==> src/rtl/pwm_dither_pkg.sv <==
package pwm_dither_pkg;
  localparam int PER_W  = 11;
  localparam int STEP_W = 5;
  localparam int DT_W   = 8;
  localparam int BYTE_W = 8;
  localparam int TB_W   = 2 * BYTE_W;
  localparam int ADDR_W = 3;
  localparam int CNT_W  = PER_W + 1;
  localparam logic [DT_W-1:0] DT_RESET = DT_W'(8);

  typedef enum logic [ADDR_W-1:0] {
    REG_PER_LO  = 3'd0,
    REG_PER_HI  = 3'd1,
    REG_STEP    = 3'd2,
    REG_DUTY_LO = 3'd3,
    REG_DUTY_HI = 3'd4,
    REG_DEAD    = 3'd5,
    REG_TB_HI   = 3'd6,
    REG_TB_LO   = 3'd7
  } regSelT;

  typedef struct packed {
    logic             run;
    logic [CNT_W-1:0] period;
    logic [PER_W-1:0] duty;
    logic [DT_W-1:0]  dead;
  } pwmCtlT;
endpackage

==> src/rtl/pwm_dither_ctrl.sv <==
module pwm_dither_ctrl
  import pwm_dither_pkg::*;
(
  input  logic              clk,
  input  logic              rstN,
  input  logic              enable,
  input  logic              wrEn,
  input  logic [ADDR_W-1:0] wrAddr,
  input  logic [BYTE_W-1:0] wrData,
  input  logic              periodEnd,
  output pwmCtlT            ctl
);
  logic [PER_W-1:0]  stPer, stDuty, shPer, shDuty;
  logic [STEP_W-1:0] stStep, shStep;
  logic [DT_W-1:0]   stDead, shDead;
  logic [BYTE_W-1:0] tbHiLatch;
  logic [TB_W-1:0]   tbVal, tbCnt;
  logic              wantB, useB;
  logic              loadShadow;

  // staging registers written by the byte port
  always_ff @(posedge clk or negedge rstN) begin
    if (!rstN) begin
      stPer     <= '0;
      stStep    <= '0;
      stDuty    <= '0;
      stDead    <= DT_RESET;
      tbHiLatch <= '0;
      tbVal     <= '0;
    end else if (wrEn) begin
      case (regSelT'(wrAddr))
        REG_PER_LO:  stPer[BYTE_W-1:0]      <= wrData;
        REG_PER_HI:  stPer[PER_W-1:BYTE_W]  <= wrData[PER_W-BYTE_W-1:0];
        REG_STEP:    stStep                 <= wrData[STEP_W-1:0];
        REG_DUTY_LO: stDuty[BYTE_W-1:0]     <= wrData;
        REG_DUTY_HI: stDuty[PER_W-1:BYTE_W] <= wrData[PER_W-BYTE_W-1:0];
        REG_DEAD:    stDead                 <= wrData;
        REG_TB_HI:   tbHiLatch              <= wrData;
        REG_TB_LO:   tbVal                  <= {tbHiLatch, wrData};
        default: ;
      endcase
    end
  end

  // timebase: flips the wanted period every tbVal cycles
  always_ff @(posedge clk or negedge rstN) begin
    if (!rstN) begin
      tbCnt <= '0;
      wantB <= 1'b0;
    end else if (!enable || tbVal == '0) begin
      tbCnt <= '0;
      wantB <= 1'b0;
    end else if (tbCnt >= tbVal - 1'b1) begin
      tbCnt <= '0;
      wantB <= ~wantB;
    end else begin
      tbCnt <= tbCnt + 1'b1;
    end
  end

  // working shadows, refreshed at period end or while idle
  assign loadShadow = periodEnd || !enable;

  always_ff @(posedge clk or negedge rstN) begin
    if (!rstN) begin
      shPer  <= '0;
      shStep <= '0;
      shDuty <= '0;
      shDead <= DT_RESET;
      useB   <= 1'b0;
    end else if (loadShadow) begin
      shPer  <= stPer;
      shStep <= stStep;
      shDuty <= stDuty;
      shDead <= stDead;
      useB   <= enable && wantB;
    end
  end

  always_comb begin
    ctl.run    = enable;
    ctl.period = useB ? ({1'b0, shPer} + {{(CNT_W-STEP_W){1'b0}}, shStep})
                      : {1'b0, shPer};
    ctl.duty   = shDuty;
    ctl.dead   = shDead;
  end

  a_r8_tb_hi_held: assert property (@(posedge clk) disable iff (!rstN)
    (wrEn && wrAddr == REG_TB_HI) |=> $stable(tbVal));

  a_r7_zero_tb_no_flip: assert property (@(posedge clk) disable iff (!rstN)
    (tbVal == '0) |=> !wantB);

  a_r9_shadow_mid_period: assert property (@(posedge clk) disable iff (!rstN)
    (enable && !periodEnd) |=> ($stable(shPer) && $stable(shDuty) &&
                                $stable(shDead) && $stable(shStep)));

  a_r6_switch_at_boundary: assert property (@(posedge clk) disable iff (!rstN)
    (enable && !periodEnd) |=> $stable(useB));
endmodule

==> src/rtl/pwm_dither_datapath.sv <==
module pwm_dither_datapath
  import pwm_dither_pkg::*;
(
  input  logic   clk,
  input  logic   rstN,
  input  pwmCtlT ctl,
  output logic   periodEnd,
  output logic   outHi,
  output logic   outLo
);
  logic [CNT_W-1:0] cnt;
  logic [CNT_W:0]   cntInc;
  logic             rawTop, lastRaw;
  logic [DT_W-1:0]  holdCnt, age;

  assign cntInc    = {1'b0, cnt} + 1'b1;
  assign periodEnd = ctl.run && (cntInc >= {1'b0, ctl.period});
  assign rawTop    = cnt < {1'b0, ctl.duty};

  always_ff @(posedge clk or negedge rstN) begin
    if (!rstN)               cnt <= '0;
    else if (!ctl.run)       cnt <= '0;
    else if (periodEnd)      cnt <= '0;
    else                     cnt <= cntInc[CNT_W-1:0];
  end

  // age of the current raw level, saturating
  assign age = (rawTop == lastRaw) ? holdCnt : '0;

  always_ff @(posedge clk or negedge rstN) begin
    if (!rstN) begin
      lastRaw <= 1'b0;
      holdCnt <= '0;
    end else if (!ctl.run) begin
      lastRaw <= 1'b0;
      holdCnt <= '0;
    end else begin
      lastRaw <= rawTop;
      if (rawTop != lastRaw)  holdCnt <= DT_W'(1);
      else if (holdCnt != '1) holdCnt <= holdCnt + 1'b1;
    end
  end

  assign outHi = ctl.run &&  rawTop && (age >= ctl.dead);
  assign outLo = ctl.run && !rawTop && (age >= ctl.dead);

  a_r3_never_both: assert property (@(posedge clk) disable iff (!rstN)
    !(outHi && outLo));

  a_r10_idle_low: assert property (@(posedge clk) disable iff (!rstN)
    !ctl.run |-> (!outHi && !outLo));

  a_r1_count_in_period: assert property (@(posedge clk) disable iff (!rstN)
    (ctl.run && ctl.period != '0) |-> (cnt < ctl.period));

  a_r2_gap_before_hi: assert property (@(posedge clk) disable iff (!rstN)
    ($rose(outHi) && ctl.dead != '0) |-> $past(!outLo));

  a_r2_gap_before_lo: assert property (@(posedge clk) disable iff (!rstN)
    ($rose(outLo) && ctl.dead != '0) |-> $past(!outHi));
endmodule

==> src/rtl/dither_pwm_pair.sv <==
module dither_pwm_pair
  import pwm_dither_pkg::*;
(
  input  logic              clk,
  input  logic              rstN,
  input  logic              enable,
  input  logic              wrEn,
  input  logic [ADDR_W-1:0] wrAddr,
  input  logic [BYTE_W-1:0] wrData,
  output logic              outHi,
  output logic              outLo
);
  pwmCtlT ctl;
  logic   periodEnd;

  pwm_dither_ctrl ctrl_i (
    .clk       (clk),
    .rstN      (rstN),
    .enable    (enable),
    .wrEn      (wrEn),
    .wrAddr    (wrAddr),
    .wrData    (wrData),
    .periodEnd (periodEnd),
    .ctl       (ctl)
  );

  pwm_dither_datapath dp_i (
    .clk       (clk),
    .rstN      (rstN),
    .ctl       (ctl),
    .periodEnd (periodEnd),
    .outHi     (outHi),
    .outLo     (outLo)
  );
endmodule

==> config.mk <==
export PLATFORM = sky130hd
export DESIGN_NAME = dither_pwm_pair
export DESIGN_NICKNAME = d
export VERILOG_FILES = /design/src/rtl/pwm_dither_pkg.sv /design/src/rtl/pwm_dither_ctrl.sv /design/src/rtl/pwm_dither_datapath.sv /design/src/rtl/dither_pwm_pair.sv
export SDC_FILE = /design/constraint.sdc
export NUM_CORES = 1
export LEC_CHECK = 0
export BUFFER_PORTS_ARGS = -buffer_cell sky130_fd_sc_hd__buf_4
export CAP_MARGIN = 20
export CORE_UTILIZATION = 40
export CTS_BUF_LIST = sky130_fd_sc_hd__clkbuf_4
export CTS_CLUSTER_DIAMETER = 100
export DETAILED_ROUTE_END_ITERATION = 16
export GPL_TIMING_DRIVEN = 0
export SYNTH_ARGS = -nofsm -noshare
export SYNTH_HDL_FRONTEND = slang
export SYNTH_HIERARCHICAL = 1
export SYNTH_SLANG_ARGS = --single-unit
==> constraint.sdc <==
create_clock -name clk -period 5.91 [get_ports clk]
set_clock_uncertainty 0.05 [all_clocks]
set_input_delay 1.773 -clock clk [delete_from_list [all_inputs] [get_ports clk]]
set_output_delay 1.773 -clock clk [all_outputs]
set_load 0.1 [all_outputs]
==> flow_metrics.tcl <==
set metrics [dict create \
    outcome "finished, final reports clean" \
    drc_errors 0 \
    static-leakage-power_nw 3.605 \
    io-pin-count 17 \
    cts_max_level 4 \
    crit_arrival_ns 3.84 \
    drive_gt1_share_pct 25.04 \
    fillers 1725 \
    tightest_slew_ns 0.7808 \
    yosysTopAreaCellShare_pct 44.48 \
    slew_headroom_pct 47.67 \
    start_util_pct 40.89 \
    required_ns 4.09 \
    io_buffers 12 \
    cpMaxStageDelayCell "dfrtp_1" \
    core_area_mm2 0.01802 \
    drv_slew 0 \
    synth_cell_types 66 \
    critPathLaunchType "flop" \
    antenna_found_initial 2 \
    cts_tree "built" \
    clkLatencyLatePin_ns 0.53 \
    powerDensity_mw_per_mm2 291.9 \
    hold_slack_ns 0.4498 \
    grt_first_pass_wirelength_mm 25.14 \
    dpl.hpwl_mm 11.27 \
    multi_input_area_mm2 0.003817 \
    finalWirelength_mm 15.15 \
    cpPeakStageDelay_ns 0.44 \
    dr.pass1.iters 4 \
    clock-root-buffer "clkbuf_4" \
    max_clock_freq_ghz 0.1766 \
    pre_cts_ws_ns 0.6857 \
    dp_cells 886 \
    setup_ws_ns 0.2486 \
    syn-num-nets 715 \
    final_common_cell "dfrtp_1" \
    synth_largest_area_cell "dfrtp_1" \
    async_flop_share_pct 100.0 \
    fp.dieH_um 137.7 \
    layout_common_cells "dfrtp_1, mux2_2, ha_1" \
    ys_seq_elements 133 \
    syn_inst 644 \
    area_delta_synth_final_pct 9.202 \
    hold_class "reg2reg" \
    worstSetupPathType "reg2out" \
    path_cells "ha_1 > nand4b_4 > nor3_4 > o31ai_4 > and3b_1 > buf_6 > or3b_1 > ha_1 > nand2b_1 > a21o_1 > a211oi_2 > o22a_1 > nor2_1 > buf_4" \
    grtUsageTotal_pct 17.60 \
    path_max_fanout 9 \
    viasPerCell 5.303 \
    rsz0062_at_grt "false" \
    netlist_top_cells_area "dfrtp_1, mux2_2, ha_1" \
    synth_ff_type "dfrtp_1" \
    synth_area_mm2 0.007370 \
    max-cap-violations 0 \
    fp.dieW_um 137.7 \
    peakVddDrop_uv 138.6 \
    fin_cells 917 \
    rows 49 \
    die_area_mm2 0.01897 \
    ant_nets 0 \
    ff_latch_area_mm2 0.003331 \
    place.gp.congestion 0.8325 \
    hold_viol 0 \
    grt_max_degree 103 \
    post-route-min-period_ns 5.661 \
    crit_path_end_kind "output port" \
    path_clk_slew_ns 0.11 \
    synth-seq-area-share_pct 45.20 \
    cts_buffer_depth 2 \
    fin_nets 747 \
    ys_warn_count 6 \
    setup_viol_count_final 0 \
    crit_top_cell "ha_1" \
    synth_area_per_cell_um2 11.44 \
    finalCritPeriodShare_pct 95.79 \
    synth-edff-count 0 \
    wl_per_cell_um 16.52 \
    route.vias.total 4863 \
    grt-ovfl-total 0 \
    cts.sinks 133 \
    drt-initial-drc-count 194 \
    tns_ns 0 \
    grt_pass1_vias 5020 \
    numCtsBuffers 17 \
]
==> state kept, by name, summed over array words and instances, names as in the netlist <==
register	cells
ctrl_i/stStep	5
ctrl_i/stDuty	11
ctrl_i/tbHiLatch	8
ctrl_i/shDead	8
ctrl_i/wantB	1
dp_i/cnt	12
ctrl_i/shPer	11
ctrl_i/stPer	11
dp_i/lastRaw	1
ctrl_i/tbVal	16
ctrl_i/tbCnt	16
dp_i/holdCnt	8
ctrl_i/stDead	8
ctrl_i/shStep	5
ctrl_i/shDuty	11
ctrl_i/useB	1
==> cell type report <==
type / instances / share of cell area [%]
Antenna cell: 1 / 0.03109
Clock buffer: 19 / 1.772
Buffer: 15 / 1.057
Timing Repair Buffer: 13 / 1.555
Clock inverter: 11 / 1.104
Tap cell: 229 / 3.560
Sequential cell: 133 / 41.39
Inverter: 45 / 2.099
Multi-Input combinational cell: 451 / 47.43
==> what timing repair did <==
| item | CTS | global route |
|---|---|---|
| gates resized for setup | 0 | 5 |
| setup endpoints to repair | 0 | 2 |
| buffers inserted | 0 | 0 |
| hold buffers | 0 | 0 |
==> synthesized netlist by cell type (2+ instances only) <==
cell,number
a211oi_1,4
a21o_1,7
a21oi_1,25
and3_1,12
and3b_1,2
and4_1,2
buf_2,2
buf_4,2
clkbuf_1,8
dfrtp_1,131
dfstp_2,2
ha_1,55
inv_1,45
mux2_2,96
mux2i_1,4
nand2_1,24
nand2b_1,8
nand3_1,19
nand3b_1,3
nand4_1,13
nand4b_1,3
nand4bb_1,2
nor2_1,41
nor2b_1,5
nor2b_2,8
nor3_1,9
nor3_2,5
nor3b_1,10
o211ai_1,4
o21ai_0,11
o21ai_1,2
or3_1,2
xnor2_1,31
xor2_1,15
==> critical path: cells and delay by family (launching register included) <==
family / cells / cell delay (ns)
AND/OR/NAND/NOR: 6 / 1.16
AO/OA/AOI/OAI: 4 / 0.73
adder cells (fa/ha/maj): 2 / 0.62
flip-flops: 1 / 0.44
buffers and inverters: 2 / 0.36
==> path summary, 6_finish.rpt <==
| path | start | to | slack (ns) | cells past startpoint |
|---|---|---|---|---|
| max | dp_i/cnt[9] | outHi | 0.25 | 14 |
| min | ctrl_i/stStep[1] | ctrl_i/shStep[1] | 0.45 | 2 |
| max reg2reg | ctrl_i/shPer[0] | ctrl_i/shDuty[6] | 0.98 | 19 |
| min reg2reg | ctrl_i/stStep[1] | ctrl_i/shStep[1] | 0.45 | 2 |
| max in group asynchronous | rstN | dp_i/cnt[5] | 3.98 | 2 |
| min in group asynchronous | rstN | ctrl_i/tbCnt[9] | 1.05 | 1 |
==> metrics by stage <==
step,area (um2),util (%),total power (W)
2_1_floorplan,7370,-,0.001654
5_1_grt,8048,44.65,0.002521
3_5_place_dp,7777,43.15,0.001827
4_1_cts,8009,44.43,0.002371
6_report,8048,44.65,0.002349
3_3_place_gp,7746,42.98,0.001788
==> kinds of logic (layout without fill, tap and decap cells) <==
group / Yosys count / after routing / share of synthesized area (%)
other: 0 / 1 / 0
and+or+nand+nor: 181 / 181 / 14.84
buffers and inverters: 60 / 103 / 3.446
xor gates and xnor gates: 46 / 46 / 5.467
DFF: 133 / 133 / 45.20
muxes: 100 / 100 / 15.21
AOI/OAI and AO/OA: 68 / 68 / 6.231
adders and majority gates: 56 / 56 / 9.610
==> where the power goes <==
group          internal [W]  leakage (nW)  switching [W]
Clock              0.000207         0.115       0.000327
Combinational      0.000309          1.83       0.000292
Sequential          0.00108          1.66       0.000136
Total               0.00159          3.60       0.000755
==> per-layer routing <==
layer / share of wire [%] / up-vias / track usage, %
met4: 1.0 / 0 / 5.495
met3: 3.0 / 10 / 4.415
met5: 0 / - / 0
met2: 48 / 71 / 28.50
li1: - / 2345 / -
met1: 48 / 2437 / 23.04
No activity file was read; power rests on OpenSTA's default activity.
